## src/rtl/lpi_pkg.sv

```systemverilog
package lpi_pkg;
  typedef enum logic [1:0] {ST_OFF, ST_LPI, ST_WAKE} lpi_state_e;

  localparam int NFLAG      = 4;
  localparam int F_TX_ENTER = 0;
  localparam int F_TX_LEAVE = 1;
  localparam int F_RX_RISE  = 2;
  localparam int F_RX_FALL  = 3;

  localparam int B_TX_LIVE = 8;
  localparam int B_RX_LIVE = 9;
  localparam int B_LINK    = 16;
  localparam int B_EN      = 17;
  localparam int B_AUTO    = 18;
  localparam int B_MASK    = 19;
endpackage

```

## src/rtl/lpi_regs.sv

```systemverilog
module lpi_regs
  import lpi_pkg::*;
#(
  parameter int TW_W  = 16,
  parameter int LS_W  = 11,
  parameter int REG_W = TW_W + LS_W
) (
  input  logic              clk_i,
  input  logic              rst_ni,
  input  logic              wr_i,
  input  logic              rd_i,
  input  logic              sel_i,
  input  logic [REG_W-1:0]  wdata_i,
  output logic [REG_W-1:0]  rdata_o,
  input  logic [NFLAG-1:0]  flags_i,
  input  logic              tx_live_i,
  input  logic              rx_live_i,
  output logic              link_o,
  output logic              en_o,
  output logic              auto_o,
  output logic              mask_o,
  output logic [TW_W-1:0]   tw_o,
  output logic [LS_W-1:0]   ls_o,
  output logic              rd_clr_o
);
  always_ff @(posedge clk_i or negedge rst_ni) begin
    if (!rst_ni) begin
      link_o <= 1'b0;
      en_o   <= 1'b0;
      auto_o <= 1'b0;
      mask_o <= 1'b0;
      tw_o   <= '0;
      ls_o   <= '0;
    end else if (wr_i) begin
      if (sel_i) begin
        tw_o <= wdata_i[TW_W-1:0];
        ls_o <= wdata_i[REG_W-1:TW_W];
      end else begin
        link_o <= wdata_i[B_LINK];
        en_o   <= wdata_i[B_EN];
        auto_o <= wdata_i[B_AUTO];
        mask_o <= wdata_i[B_MASK];
      end
    end
  end

  always_comb begin
    rdata_o = '0;
    if (sel_i) begin
      rdata_o = {ls_o, tw_o};
    end else begin
      rdata_o[NFLAG-1:0] = flags_i;
      rdata_o[B_TX_LIVE] = tx_live_i;
      rdata_o[B_RX_LIVE] = rx_live_i;
      rdata_o[B_LINK]    = link_o;
      rdata_o[B_EN]      = en_o;
      rdata_o[B_AUTO]    = auto_o;
      rdata_o[B_MASK]    = mask_o;
    end
  end

  assign rd_clr_o = rd_i & ~sel_i;

  assert_timer_write_R1: assert property (@(posedge clk_i) disable iff (!rst_ni)
    (wr_i && sel_i) |=> (tw_o == $past(wdata_i[TW_W-1:0])))
    else $error("timer write lost");
endmodule

```

## src/rtl/lpi_timers.sv

```systemverilog
module lpi_timers #(
  parameter int TW_W = 16,
  parameter int LS_W = 11
) (
  input  logic            clk_i,
  input  logic            rst_ni,
  input  logic            link_i,
  input  logic            ms_tick_i,
  input  logic            us_tick_i,
  input  logic            wake_i,
  input  logic [LS_W-1:0] ls_i,
  input  logic [TW_W-1:0] tw_i,
  output logic            stable_o,
  output logic            tw_done_o
);
  localparam logic [LS_W-1:0] LS_MAX = '1;
  localparam logic [TW_W-1:0] TW_MAX = '1;

  logic [LS_W-1:0] ls_cnt;
  logic [TW_W-1:0] tw_cnt;

  // saturating: a count at max still satisfies any programmed limit
  always_ff @(posedge clk_i or negedge rst_ni) begin
    if (!rst_ni)                          ls_cnt <= '0;
    else if (!link_i)                     ls_cnt <= '0;
    else if (ms_tick_i && ls_cnt != LS_MAX) ls_cnt <= ls_cnt + 1'b1;
  end

  always_ff @(posedge clk_i or negedge rst_ni) begin
    if (!rst_ni)                          tw_cnt <= '0;
    else if (!wake_i)                     tw_cnt <= '0;
    else if (us_tick_i && tw_cnt != TW_MAX) tw_cnt <= tw_cnt + 1'b1;
  end

  assign stable_o  = link_i && (ls_cnt >= ls_i);
  assign tw_done_o = wake_i && (tw_cnt >= tw_i);

  assert_ls_tick_R3: assert property (@(posedge clk_i) disable iff (!rst_ni)
    ($rose(stable_o) && $stable(ls_i) && ls_i != '0) |-> $past(ms_tick_i))
    else $error("link settled without a tick");
  assert_ls_restart_R4: assert property (@(posedge clk_i) disable iff (!rst_ni)
    (!link_i) |=> (ls_cnt == '0))
    else $error("settle count not restarted");
endmodule

```

## src/rtl/lpi_fsm.sv

```systemverilog
module lpi_fsm
  import lpi_pkg::*;
(
  input  logic clk_i,
  input  logic rst_ni,
  input  logic link_i,
  input  logic en_i,
  input  logic auto_i,
  input  logic stable_i,
  input  logic tx_pend_i,
  input  logic tw_done_i,
  output logic tx_lpi_o,
  output logic tx_hold_o,
  output logic wake_o,
  output logic ev_enter_o,
  output logic ev_leave_o
);
  lpi_state_e state_q, state_d;
  logic forced;

  assign forced = en_i && auto_i;

  always_comb begin
    state_d    = state_q;
    ev_enter_o = 1'b0;
    ev_leave_o = 1'b0;
    unique case (state_q)
      ST_OFF:
        if (link_i && forced && stable_i && !tx_pend_i) begin
          state_d    = ST_LPI;
          ev_enter_o = 1'b1;
        end
      ST_LPI:
        if (!link_i) begin
          state_d    = ST_OFF;
          ev_leave_o = 1'b1;
        end else if (!forced || tx_pend_i) begin
          state_d    = ST_WAKE;
          ev_leave_o = 1'b1;
        end
      ST_WAKE:
        if (!link_i || tw_done_i) state_d = ST_OFF;
      default: state_d = ST_OFF;
    endcase
  end

  always_ff @(posedge clk_i or negedge rst_ni) begin
    if (!rst_ni) state_q <= ST_OFF;
    else         state_q <= state_d;
  end

  assign tx_lpi_o  = (state_q == ST_LPI);
  assign wake_o    = (state_q == ST_WAKE);
  assign tx_hold_o = tx_lpi_o || wake_o;

  assert_entry_gate_R3: assert property (@(posedge clk_i) disable iff (!rst_ni)
    $rose(tx_lpi_o) |-> $past(stable_i && en_i && auto_i && !tx_pend_i))
    else $error("LPI entered without permission");
  assert_abort_R4: assert property (@(posedge clk_i) disable iff (!rst_ni)
    (tx_hold_o && !link_i) |=> !tx_hold_o)
    else $error("link loss did not abort");
  assert_wake_wait_R5: assert property (@(posedge clk_i) disable iff (!rst_ni)
    (wake_o && link_i && !tw_done_i) |=> (wake_o && !tx_lpi_o))
    else $error("wake wait cut short");
endmodule

```

## src/rtl/lpi_status.sv

```systemverilog
module lpi_status
  import lpi_pkg::*;
(
  input  logic             clk_i,
  input  logic             rst_ni,
  input  logic             ev_enter_i,
  input  logic             ev_leave_i,
  input  logic             rx_lpi_i,
  input  logic             rd_clr_i,
  input  logic             mask_i,
  output logic [NFLAG-1:0] flags_o,
  output logic             rx_live_o,
  output logic             irq_o
);
  logic             rx_q;
  logic [NFLAG-1:0] ev;

  always_comb begin
    ev             = '0;
    ev[F_TX_ENTER] = ev_enter_i;
    ev[F_TX_LEAVE] = ev_leave_i;
    ev[F_RX_RISE]  = rx_lpi_i && !rx_q;
    ev[F_RX_FALL]  = !rx_lpi_i && rx_q;
  end

  // a new event wins over a clearing read in the same cycle
  always_ff @(posedge clk_i or negedge rst_ni) begin
    if (!rst_ni) begin
      rx_q    <= 1'b0;
      flags_o <= '0;
    end else begin
      rx_q    <= rx_lpi_i;
      flags_o <= (flags_o & {NFLAG{~rd_clr_i}}) | ev;
    end
  end

  assign rx_live_o = rx_q;
  assign irq_o     = (|flags_o) && !mask_i;

  for (genvar i = 0; i < NFLAG; i++) begin : g_flag_chk
    assert_flag_set_R7: assert property (@(posedge clk_i) disable iff (!rst_ni)
      ev[i] |=> flags_o[i])
      else $error("event flag not captured");
  end

  assert_clear_R8: assert property (@(posedge clk_i) disable iff (!rst_ni)
    (rd_clr_i && ev == '0) |=> (flags_o == '0))
    else $error("flags not cleared by read");
endmodule

```

## src/rtl/eee_lpi_ctrl.sv

```systemverilog
module eee_lpi_ctrl
  import lpi_pkg::*;
#(
  parameter  int TW_W  = 16,
  parameter  int LS_W  = 11,
  localparam int REG_W = TW_W + LS_W
) (
  input  logic             clk_i,
  input  logic             rst_ni,
  input  logic             us_tick_i,
  input  logic             ms_tick_i,
  input  logic             rx_lpi_i,
  input  logic             tx_pend_i,
  input  logic             reg_wr_i,
  input  logic             reg_rd_i,
  input  logic             reg_sel_i,
  input  logic [REG_W-1:0] reg_wdata_i,
  output logic [REG_W-1:0] reg_rdata_o,
  output logic             tx_lpi_o,
  output logic             tx_hold_o,
  output logic             irq_o
);
  logic link, en, auto_bit, mask, rd_clr, rx_live;
  logic stable, tw_done, wake, ev_enter, ev_leave;
  logic [TW_W-1:0]  tw;
  logic [LS_W-1:0]  ls;
  logic [NFLAG-1:0] flags;

  lpi_regs #(.TW_W(TW_W), .LS_W(LS_W), .REG_W(REG_W)) u_regs (
    .clk_i(clk_i), .rst_ni(rst_ni), .wr_i(reg_wr_i), .rd_i(reg_rd_i),
    .sel_i(reg_sel_i), .wdata_i(reg_wdata_i), .rdata_o(reg_rdata_o),
    .flags_i(flags), .tx_live_i(tx_lpi_o), .rx_live_i(rx_live),
    .link_o(link), .en_o(en), .auto_o(auto_bit), .mask_o(mask),
    .tw_o(tw), .ls_o(ls), .rd_clr_o(rd_clr)
  );

  lpi_timers #(.TW_W(TW_W), .LS_W(LS_W)) u_timers (
    .clk_i(clk_i), .rst_ni(rst_ni), .link_i(link), .ms_tick_i(ms_tick_i),
    .us_tick_i(us_tick_i), .wake_i(wake), .ls_i(ls), .tw_i(tw),
    .stable_o(stable), .tw_done_o(tw_done)
  );

  lpi_fsm u_fsm (
    .clk_i(clk_i), .rst_ni(rst_ni), .link_i(link), .en_i(en), .auto_i(auto_bit),
    .stable_i(stable), .tx_pend_i(tx_pend_i), .tw_done_i(tw_done),
    .tx_lpi_o(tx_lpi_o), .tx_hold_o(tx_hold_o), .wake_o(wake),
    .ev_enter_o(ev_enter), .ev_leave_o(ev_leave)
  );

  lpi_status u_status (
    .clk_i(clk_i), .rst_ni(rst_ni), .ev_enter_i(ev_enter), .ev_leave_i(ev_leave),
    .rx_lpi_i(rx_lpi_i), .rd_clr_i(rd_clr), .mask_i(mask),
    .flags_o(flags), .rx_live_o(rx_live), .irq_o(irq_o)
  );

  assert_hold_R6: assert property (@(posedge clk_i) disable iff (!rst_ni)
    $fell(tx_lpi_o) |-> (tx_hold_o || !link))
    else $error("hold released at LPI exit");
  assert_irq_R9: assert property (@(posedge clk_i) disable iff (!rst_ni)
    (irq_o |-> !mask) and ((flags != '0 && !mask) |-> irq_o))
    else $error("interrupt mismatch");
endmodule

```

## config.mk

```make
export PLATFORM = sky130hd
export DESIGN_NAME = eee_lpi_ctrl
export DESIGN_NICKNAME = d
export VERILOG_FILES = /design/src/rtl/lpi_pkg.sv /design/src/rtl/lpi_regs.sv /design/src/rtl/lpi_timers.sv /design/src/rtl/lpi_fsm.sv /design/src/rtl/lpi_status.sv /design/src/rtl/eee_lpi_ctrl.sv
export SDC_FILE = /design/constraint.sdc
export NUM_CORES = 1
export LEC_CHECK = 0
export BUFFER_PORTS_ARGS = -buffer_cell sky130_fd_sc_hd__clkbuf_2
export CAP_MARGIN = 10
export CELL_PAD_IN_SITES_DETAIL_PLACEMENT = 0
export CELL_PAD_IN_SITES_GLOBAL_PLACEMENT = 1
export CORE_MARGIN = 2
export CORE_UTILIZATION = 40
export DETAILED_ROUTE_END_ITERATION = 10
export PLACE_DENSITY_LB_ADDON = 0.1
export SLEW_MARGIN = 20
export SYNTH_ARGS = -nofsm -noshare
export SYNTH_HDL_FRONTEND = slang
export SYNTH_SLANG_ARGS = --single-unit
```

## constraint.sdc

```tcl
create_clock -name clk_i -period 3.22 [get_ports clk_i]
set_input_delay 0 -clock clk_i [delete_from_list [all_inputs] [get_ports clk_i]]
set_output_delay 0 -clock clk_i [all_outputs]
set_load 0.03 [all_outputs]
```

==> impl_metrics.json <==
{
  "synthFlopType": "dfrtp_1",
  "report.final.slew_viol_count": 0,
  "root_buffer": "clkbuf_8",
  "synth.lib_cells_used.distinct": 37,
  "cts_inserted_buffers": 9,
  "first_iter_violations": 69,
  "cts_tree": "done",
  "path_clk_slew_ns": 0.08,
  "min_to": "u_timers.ls_cnt[2]",
  "drive_gt1_share_pct": 27.2,
  "setup_violations": 0,
  "cts_max_path_buffers": 2,
  "cp-start-kind": "register",
  "die_area_mm2": 0.0101,
  "place.gp.congestion": 0.768,
  "hold_depth": 3,
  "register_area_mm2": 0.00163,
  "hold_viol": 0,
  "seq_power_share_pct": 43.8,
  "synth_seq_cells": 65,
  "ys_async_sr_fraction_pct": 100,
  "rsz0062_at_grt": "no",
  "critPathMaxStageDelay_ns": 0.44,
  "r2r_end": "u_fsm.state_q[1]",
  "syn_inst": 354,
  "synth_edf_count": 0,
  "crit_chain": "ha_1, a211oi_1, o21ai_0, a211oi_1, o21ai_0, o21ai_0, mux2i_1",
  "syn_avg_cell_area_um2": 10.6,
  "cts_hold_buf": 30,
  "fin_nets": 522,
  "grtUsageTotal_pct": 18.7,
  "path_class": "register to register",
  "core_mm2": 0.00915,
  "filler_cell_count": 855,
  "r2r_start": "u_timers.tw_cnt[2]",
  "yosysSeqAreaShare_pct": 43.5,
  "slew_headroom_pct": 43.1,
  "clock_sinks": 65,
  "hold_path.class": "input port to register",
  "routed_wl_um": 8540,
  "grt_max_degree": 66,
  "power_mw": 2.16,
  "drcViolationCount": 0,
  "switching_share_pct": 29.0,
  "wl_per_cell_um": 15.0,
  "grt.overflow.total": 0,
  "start_util_pct": 40.9,
  "grt_pass1_wl_um": 14800,
  "r2r_cells": 7,
  "switchingPower_uw": 625,
  "cp_slowest_cell": "dfrtp_1",
  "final_antenna_net_count": 0,
  "io_pins": 66,
  "clock_skew_ns": 0.00933,
  "port-buffer-count": 65,
  "worstSkewPairLatency_ns": 0.35,
  "fp.dieH_um": 101,
  "ir_drop_v": 0.000170,
  "die_x_um": 101,
  "fin_crit_ns": 2.10,
  "power_frac_clock_pct": 36.5,
  "internal_power_mw": 1.53,
  "fin_crit_sh_pct": 65.3,
  "status": "finished, final reports clean",
  "cellPowerDensity_mw_per_mm2": 459,
  "yosysWarnings": 0,
  "required_ns": 3.49,
  "cts_max_level": 3,
  "ctsResizeCount": 0,
  "cap_violations": 0,
  "rows": 35,
  "fmax_mhz": 475,
  "leakagePower_nw": 2.30,
  "whs_ns": 0.0310,
  "syn-cell-area_mm2": 0.00374,
  "synth_fp_nets": 422,
  "cts_setup_buffers": 0,
  "n_antenna_cell": 0,
  "crit_fanout": 5,
  "setup_tns_ns": 0,
  "vias_per_cell": 4.93,
  "cp.arrival_ns": 2.37,
  "grt_pass1_vias": 2957,
  "areaGrowthSynthToFinish_pct": 25.7,
  "firstDrtPassIters": 4,
  "antenna_found_initial": 0,
  "vias": 2811,
  "hpwlAfterDp_um": 6060,
  "crit_path_end_kind": "register",
  "multi_input_area_mm2": 0.00196,
  "worstMarginPinSlew_ns": 0.853,
  "p_comb_share_pct": 19.8,
  "reg2reg_slack_ns": 1.12,
  "holdCritStartpoint": "ms_tick_i",
  "crit_path_frequent_cell": "o21ai_0"
}
[cell type report]
class	count	area share, %
sequential	65	34.6
clock inverter	4	1.62
clock buffer	12	3.08
timing repair buffer	97	13.6
tap	111	2.95
multi-input combinational	250	41.7
inverter	31	2.47
[logic make-up after synthesis]
| logic type | Yosys count | share of synthesized area, % |
|---|---|---|
| compound gates | 41 | 7.02 |
| flops | 65 | 43.5 |
| buf+inv | 39 | 4.11 |
| xor+xnor | 20 | 4.68 |
| simple gates | 116 | 17.7 |
| mux | 41 | 12.3 |
| fa+ha+maj | 32 | 10.7 |
[critical path, delay by kind of cell, from the launching register on]
kind / cells / cell delay (ns)
AO/OA/AOI/OAI: 5 / 1.09
adder cells (fa/ha/maj): 1 / 0.32
flip-flops: 1 / 0.44
multiplexers: 1 / 0.20
[worst max path at each step]
stage,startpoint,end,depth (start not counted)
after floorplan,u_timers.tw_cnt[2],u_fsm.state_q[1],7
after global placement,u_timers.tw_cnt[2],u_fsm.state_q[1],7
after detailed placement,u_timers.tw_cnt[2],u_fsm.state_q[1],7
after CTS,u_timers.tw_cnt[2],u_fsm.state_q[1],7
after global routing,u_timers.tw_cnt[2],u_fsm.state_q[1],7
final,u_timers.tw_cnt[2],u_fsm.state_q[1],7
[cells in the final DEF, fill, tap and decap left out, types with 5 or more instances in the layout]
cell type / count
o21ai_0: 15
nand2_1: 22
and2_1: 40
inv_1: 31
clkbuf_2: 65
nand3_1: 9
nor2_1: 11
dfrtp_1: 65
mux2_2: 40
dlygate4sd3_1: 30
a211oi_1: 5
and3_1: 5
nand4_1: 11
xnor2_1: 17
a21oi_1: 11
ha_1: 32
clkbuf_8: 10
[registers in the layout, summed over array words and instances (netlist names), 2 cells and up]
register,count
u_timers.ls_cnt,11
u_regs.tw_o,16
u_status.flags_o,4
u_regs.ls_o,11
u_timers.tw_cnt,16
u_fsm.state_q,2
[routing by layer]
layer / wire (µm) / up-vias / GRT usage [%]
li1: - / 1426 / -
met1: 4480 / 1319 / 27.2
met2: 3560 / 57 / 27.9
met3: 346 / 9 / 2.91
met4: 148 / 0 / 7.59
met5: 0 / - / 0
[cell usage after synthesis (2+ instances only)]
library cell  instances  area [µm²]
nor2_1               11        41.3
clkbuf_1              6        22.5
mux2_2               40         450
and4_1                3        26.3
xor2_1                3        26.3
nand4_1              11        68.8
a31oi_1               2        12.5
and3_1                5        31.3
nor2b_1               4        25.0
o21ai_0              15        75.1
a21oi_1              11        55.1
a22o_1                3        26.3
nand3_1               9        45.0
and2_1               40         250
nand2_1              22        82.6
a211oi_1              5        37.5
nor3b_1               2        15.0
nand4b_1              2        17.5
xnor2_1              17         149
inv_1                31         116
dfrtp_1              65        1630
ha_1                 32         400
[stage by stage]
step / cell area [µm²] / setup slack [ns] / std cells / util, %
4_1_cts: 4710 / 1.10 / 570 / 51.4
5_1_grt: 4710 / 0.966 / 570 / 51.4
6_report: 4710 / 1.12 / 570 / 51.4
3_3_place_gp: 4180 / 1.12 / 524 / 45.7
2_1_floorplan: 3740 / 1.51 / 354 / -
3_5_place_dp: 4180 / 1.13 / 524 / 45.7
[power groups by stage]
stage               clock network [mW]  logic (mW)  registers [mW]
floorplan                            0       0.286           0.935
global placement                     0       0.400           0.958
detailed placement                   0       0.402           0.962
CTS                              0.805       0.434           0.946
global route                     0.850       0.479           0.958
finish                           0.787       0.426           0.945
Note: power is estimated with default switching activity, not from simulation.
